$ cat src/rtl/lsu_pkg.sv
package lsu_pkg;
  typedef enum logic [1:0] {
    OP_LDB = 2'b00,
    OP_LDW = 2'b01,
    OP_STB = 2'b10,
    OP_STW = 2'b11
  } lsu_op_e;

  localparam int LANES  = 4;
  localparam int LANE_W = 8;

  function automatic logic op_is_word(input logic [1:0] op);
    return op[0];
  endfunction

  function automatic logic op_is_store(input logic [1:0] op);
    return op[1];
  endfunction
endpackage

$ cat src/rtl/lsu_agen.sv
module lsu_agen #(
  parameter int ADDR_W = 32,
  parameter int DISP_W = 16
) (
  input  logic [ADDR_W-1:0] base,
  input  logic [DISP_W-1:0] disp,
  input  logic              is_word,
  output logic [ADDR_W-1:0] ea,
  output logic              misaligned
);
  logic [ADDR_W-1:0] disp_ext;

  always_comb begin
    disp_ext   = {{(ADDR_W-DISP_W){disp[DISP_W-1]}}, disp};
    ea         = base + disp_ext;
    misaligned = is_word && (ea[1:0] != 2'b00);
  end
endmodule

$ cat src/rtl/lsu_bank.sv
module lsu_bank #(
  parameter int ROW_AW = 6,
  parameter int W      = 8
) (
  input  logic              clk,
  input  logic              we,
  input  logic [ROW_AW-1:0] row,
  input  logic [W-1:0]      din,
  output logic [W-1:0]      dout
);
  localparam int DEPTH = 1 << ROW_AW;

  logic [W-1:0] mem [DEPTH];

  always_ff @(posedge clk) begin
    if (we) mem[row] <= din;
    dout <= mem[row];
  end
endmodule

$ cat src/rtl/lsu_unit.sv
module lsu_unit
  import lsu_pkg::*;
#(
  parameter int ADDR_W = 32,
  parameter int DATA_W = 32,
  parameter int DISP_W = 16,
  parameter int MEM_AW = 8
) (
  input  logic              clk,
  input  logic              rst,
  input  logic              req_valid,
  input  logic [1:0]        req_op,
  input  logic [ADDR_W-1:0] base,
  input  logic [DISP_W-1:0] offset,
  input  logic [DATA_W-1:0] wdata,
  output logic [DATA_W-1:0] rdata,
  output logic              done,
  output logic              bus_err
);
  localparam int ROW_AW = MEM_AW - 2;

  logic [ADDR_W-1:0] ea;
  logic              misal;
  logic              is_word;
  logic              is_store;
  logic [1:0]        lane;
  logic [ROW_AW-1:0] row;
  logic [LANE_W-1:0] lane_q [LANES];

  assign is_word  = op_is_word(req_op);
  assign is_store = op_is_store(req_op);
  assign lane     = ea[1:0];
  assign row      = ea[MEM_AW-1:2];

  lsu_agen #(.ADDR_W(ADDR_W), .DISP_W(DISP_W)) agen_i (
    .base(base), .disp(offset), .is_word(is_word),
    .ea(ea), .misaligned(misal)
  );

  for (genvar k = 0; k < LANES; k++) begin : g_lane
    logic              we_k;
    logic [LANE_W-1:0] din_k;
    always_comb begin
      we_k  = req_valid && is_store && !misal && (is_word || lane == 2'(k));
      din_k = is_word ? wdata[DATA_W-1-LANE_W*k -: LANE_W] : wdata[LANE_W-1:0];
    end
    lsu_bank #(.ROW_AW(ROW_AW), .W(LANE_W)) bank_i (
      .clk(clk), .we(we_k), .row(row), .din(din_k), .dout(lane_q[k])
    );
  end

  logic       ldw_q, ldb_q;
  logic [1:0] lane_sel_q;

  always_ff @(posedge clk) begin
    if (rst) begin
      done       <= 1'b0;
      bus_err    <= 1'b0;
      ldw_q      <= 1'b0;
      ldb_q      <= 1'b0;
      lane_sel_q <= 2'b00;
    end else begin
      done       <= req_valid;
      bus_err    <= req_valid && misal;
      ldw_q      <= req_valid && !is_store && is_word && !misal;
      ldb_q      <= req_valid && !is_store && !is_word;
      lane_sel_q <= lane;
    end
  end

  logic [LANE_W-1:0] sel_byte;

  always_comb begin
    sel_byte = lane_q[lane_sel_q];
    if (ldw_q)
      rdata = {lane_q[0], lane_q[1], lane_q[2], lane_q[3]};
    else if (ldb_q)
      rdata = {{(DATA_W-LANE_W){sel_byte[LANE_W-1]}}, sel_byte};
    else
      rdata = '0;
  end

  // a request yields done on the next cycle
  a_r5_done_follows_req: assert property (@(posedge clk) disable iff (rst)
    req_valid |=> done);
  // no done without a request one cycle earlier
  a_r5_no_spurious_done: assert property (@(posedge clk) disable iff (rst)
    !req_valid |=> !done);
  // misaligned word access faults on the next cycle
  a_r6_misaligned_faults: assert property (@(posedge clk) disable iff (rst)
    (req_valid && is_word && ea[1:0] != 2'b00) |=> (bus_err && done));
  // byte accesses never fault
  a_r6_byte_no_fault: assert property (@(posedge clk) disable iff (rst)
    (req_valid && !is_word) |=> !bus_err);
  // faulted results carry zero data
  a_r6_err_zero_data: assert property (@(posedge clk) disable iff (rst)
    bus_err |-> (rdata == '0));
  // a faulted request writes no lane
  a_r7_no_write_on_fault: assert property (@(posedge clk) disable iff (rst)
    misal |-> !(g_lane[0].we_k || g_lane[1].we_k || g_lane[2].we_k || g_lane[3].we_k));
  // a byte store enables exactly one lane
  a_r4_single_lane: assert property (@(posedge clk) disable iff (rst)
    (req_valid && is_store && !is_word) |->
      $countones({g_lane[0].we_k, g_lane[1].we_k, g_lane[2].we_k, g_lane[3].we_k}) == 1);
endmodule

$ cat config.mk
export PLATFORM = sky130hd
export DESIGN_NAME = lsu_unit
export DESIGN_NICKNAME = d
export VERILOG_FILES = /design/src/rtl/lsu_pkg.sv /design/src/rtl/lsu_agen.sv /design/src/rtl/lsu_bank.sv /design/src/rtl/lsu_unit.sv
export SDC_FILE = /design/constraint.sdc
export NUM_CORES = 2
export LEC_CHECK = 0
export BUFFER_PORTS_ARGS = -buffer_cell sky130_fd_sc_hd__buf_4
export CAP_MARGIN = 0
export CORE_ASPECT_RATIO = 1.5
export CORE_UTILIZATION = 55
export CTS_CLUSTER_DIAMETER = 80
export DETAILED_ROUTE_END_ITERATION = 10
export PLACE_DENSITY = 0.75
export SLEW_MARGIN = 0
export SYNTH_ARGS = -nofsm -noshare
export SYNTH_HDL_FRONTEND = slang
export SYNTH_SLANG_ARGS = --single-unit
export TNS_END_PERCENT = 5
$ cat constraint.sdc
create_clock -name clk -period 3.5 [get_ports clk]
set_input_delay 0.175 -clock clk [delete_from_list [all_inputs] [get_ports clk]]
set_output_delay 0.175 -clock clk [all_outputs]
set_load 0.02 [all_outputs]
==> results.md <==
* Worst slew pin tran at about 1.2 ns
* CTS tree: built
* Worst Setup End Kind: flop
* Final Util at between 60% and 70%
* Worst hold margin at slightly below 0.09 ns
* Final ANT Viol Nets at 0
* Worst Skew at about 0.03 ns
* Initial core utilization at between 50% and 60%
* Synth Warn # at 0
* Tot GR Track Use at about 28%
* DRC viols at 0
* DRT iter0 DRCs at roughly 6300
* Met1 GRT Util at 33.6%
* Htree depth at 4
* Largest delay contributor family on the critical path: compound AO/OA/AOI/OAI gates
* Worst-path fanout max at 47
* VDD IR-drop max at between 0.6 and 0.7 mV
* Pin count of the biggest net entering global routing at between 80 and 90
* Total global routing overflow at 0
* Min cycle time layout at roughly 3.1 ns
* First-pass GRT wire length at roughly 310 mm
* Area grow syn2layout at 14.8%
* CP required at 4.11 ns
* Count leader, synth: edfxtp_1
* I/O Buffers at between 80 and 90
* Leakage at about 31 nW
* CORE AREA at 148000 um2
* Slowest cell on crit path: and2_4
* CP Cell Sequence: buf_4, ha_1, fa_1, or2_2, o22ai_1, and2_4, buf_12, nand3_1, a32o_1, a211oi_1, o211ai_1
* Syn Inst Count at approximately 5300
* HP Class: in -> reg
* Initial antenna violation count at 7
* Setup crit start kind: input pin
* Worst path max stage delay at around 0.52 ns
* Fin. Hold Viols at 0
* EDFF count, synth at approximately 2000
* Ports at approximately 120
* Rows at between 150 and 200
* Die area at 152000 um2
* RSZ-0062 raised after global routing: false
* Final setup violation count at 0
* Netlist cell types at 57
* Buffer count from post-CTS setup fixing at 0
* Cts bufs inserted at 170
* Global Route met3 Usage at roughly 4.3%
* Worst rel slew slack at between 15 and 20%
* DP HPWL at around 140 mm
* Number of global-route vias before repair at 49300
* Clock Sink Count at about 2100
* Post-synthesis instance area at between 80000 and 90000 um2
* Die Y at around 480 um
* Ys flop type: edfxtp_1
* Crit share post-route at 89.0%
* Crit path DAT at between 3 and 4 ns
* WL per Instance at roughly 27 um
* Post-synth ARST share at 0%
* DR vias at 49300
* WS Path Type: in -> reg
* Layout cells sized above 1 at between 20 and 25%
* Detailed Route WL at ~210 mm
* Busiest layer in global routing: met2
* DRT Pass-1 Iters at 9
* Max frequency at between 300 and 400 MHz
* Top cells by area, synth: edfxtp_1 (75%), nand2_1 (3.8%), mux4_2 (3.7%), nor2_1 (2.9%), o221ai_1 (2.0%)
* CTS Root Cell: clkbuf_16
* Post-synth top area share at 74.6%
* Clock-pin slew on the worst setup and hold paths at 0.07 ns
* Cts-stage hold buffer count at 6
* Final net count at just under 6000
* Synth cell count leaders: edfxtp_1 (2048), nand2_1 (837), nor2_1 (647)
* Buf/Inv on CP at 2
* PwrDens at ~600 nW/um2
* Syn nets at approximately 5400
* Leading area contributor after synthesis: edfxtp_1
* Worst-skew pair later-pin latency at 0.81 ns
* Outcome: finished, final reports clean
* Max Cap Viol at 0
* Max Root-Sink Buffers at 3
* Via/cell ratio at approximately 6.3
* Post-synthesis sequential area ratio at approximately 75%
* GPL Wtd Cong at between 0.9 and 1
* Die X at around 320 um
* Mapped Avg Cell Area at 15.5 um2
* # resized after CTS at 0
* FF+latch count, synth at roughly 2100
* Slew Viols, Final at 0
* M2 GR Usage at a little under half
## worst min-delay path, delay by kind of cell
kind / cells / cell delay [ns]
buffers and inverters: 2 / 0.29
and+or+nand+nor: 1 / 0.14
adders and majority gates: 1 / 0.23
## final timing paths
path,slack [ns],cells past startpoint,start,to
worst min register to register,0.73,4,g_lane[1].bank_i.mem[46][2],g_lane[1].bank_i.dout[2]
worst max-delay path,0.38,11,offset[0],g_lane[2].bank_i.dout[6]
worst max register to register,1.19,6,g_lane[2].bank_i.mem[63][6],g_lane[2].bank_i.dout[6]
worst min-delay path,0.09,4,base[1],lane_sel_q[1]
## per-stage QoR
| step | TNS (ns) | setup WS (ns) | area, um2 | std cells | power, W |
|---|---|---|---|---|---|
| global route | 0 | 0.261 | 94700 | 7848 | 0.0581 |
| CTS | 0 | 0.387 | 94700 | 7847 | 0.0567 |
| finish | 0 | 0.383 | 94700 | 7852 | 0.0567 |
| detailed placement | -30.70 | -0.437 | 89000 | 7524 | 0.0377 |
| global placement | -9.29 | -0.434 | 89000 | 7524 | 0.0376 |
| floorplan | 0 | 0.315 | 82500 | 5324 | 0.0336 |
## power breakdown
part	leakage [nW]	internal [W]	switching, W
combinational	10.5	0.00330	0.00574
sequential	18.3	0.0278	0.000532
clock	2.74	0.0107	0.00857
## sequential cells by signal (all words and copies together) (netlist names)
signal	cells
ldb_q	1
g_lane.bank_i.mem	2048
ldw_q	1
done	1
g_lane.bank_i.dout	32
bus_err	1
lane_sel_q	2
## metal layers
metal / up-vias / part of all wire [%]
li1: 21400 / -
met1: 24600 / 35
met2: 2686 / 50
met3: 617 / 8.2
met4: 8 / 6.6
met5: - / 0.024
## cells by family (layout without fill, tap and decap cells)
family                   count (synthesis)  count (layout)  synth area share (%)
AND/OR/NAND/NOR                       1686            1686                  8.13
multiplexers                           402             402                  7.14
XOR/XNOR                                12              12                 0.137
adder cells (fa/ha/maj)                  8               8                 0.130
buffers and inverters                  361             959                  1.94
flip-flops                            2086            2086                  75.5
AO/OA/AOI/OAI                          769             769                  7.05
other                                    0               5                     0
## final cells by class
cell class | count | area, um2
Antenna cell | 5 | 12.5
Clock buffer | 223 | 4680
Inverter | 1 | 3.75
Timing Repair Buffer | 641 | 5570
Clock inverter | 94 | 923
Multi-Input combinational cell | 2877 | 18800
Sequential cell | 2086 | 62300
Fill cell | 9994 | 53800
Tap cell | 1925 | 2410
## placed cells by master (no fill, tap or decap), drive strengths merged, types with 5 or more instances in the layout
cell type,synthesis,layout
a211oi,31,31
a21oi,130,130
a22o,8,8
a22oi,32,32
a31oi,34,34
a32o,150,150
a32oi,6,6
buf,190,635
bufinv,0,17
clkbuf,170,223
clkinv,0,67
dfxtp,38,38
diode,0,5
dlygate4sd3,0,6
edfxtp,2048,2048
ha,7,7
inv,1,7
mux2,131,131
mux2i,135,135
mux4,136,136
nand2,838,838
nand2b,9,9
nand3,100,100
nor2,649,649
nor2b,5,5
nor3,65,65
nor4,7,7
o211ai,34,34
o21ai,69,69
o221ai,190,190
o22ai,71,71
xnor2,7,7
xor2,5,5
Power figures use the tool's default switching activity.
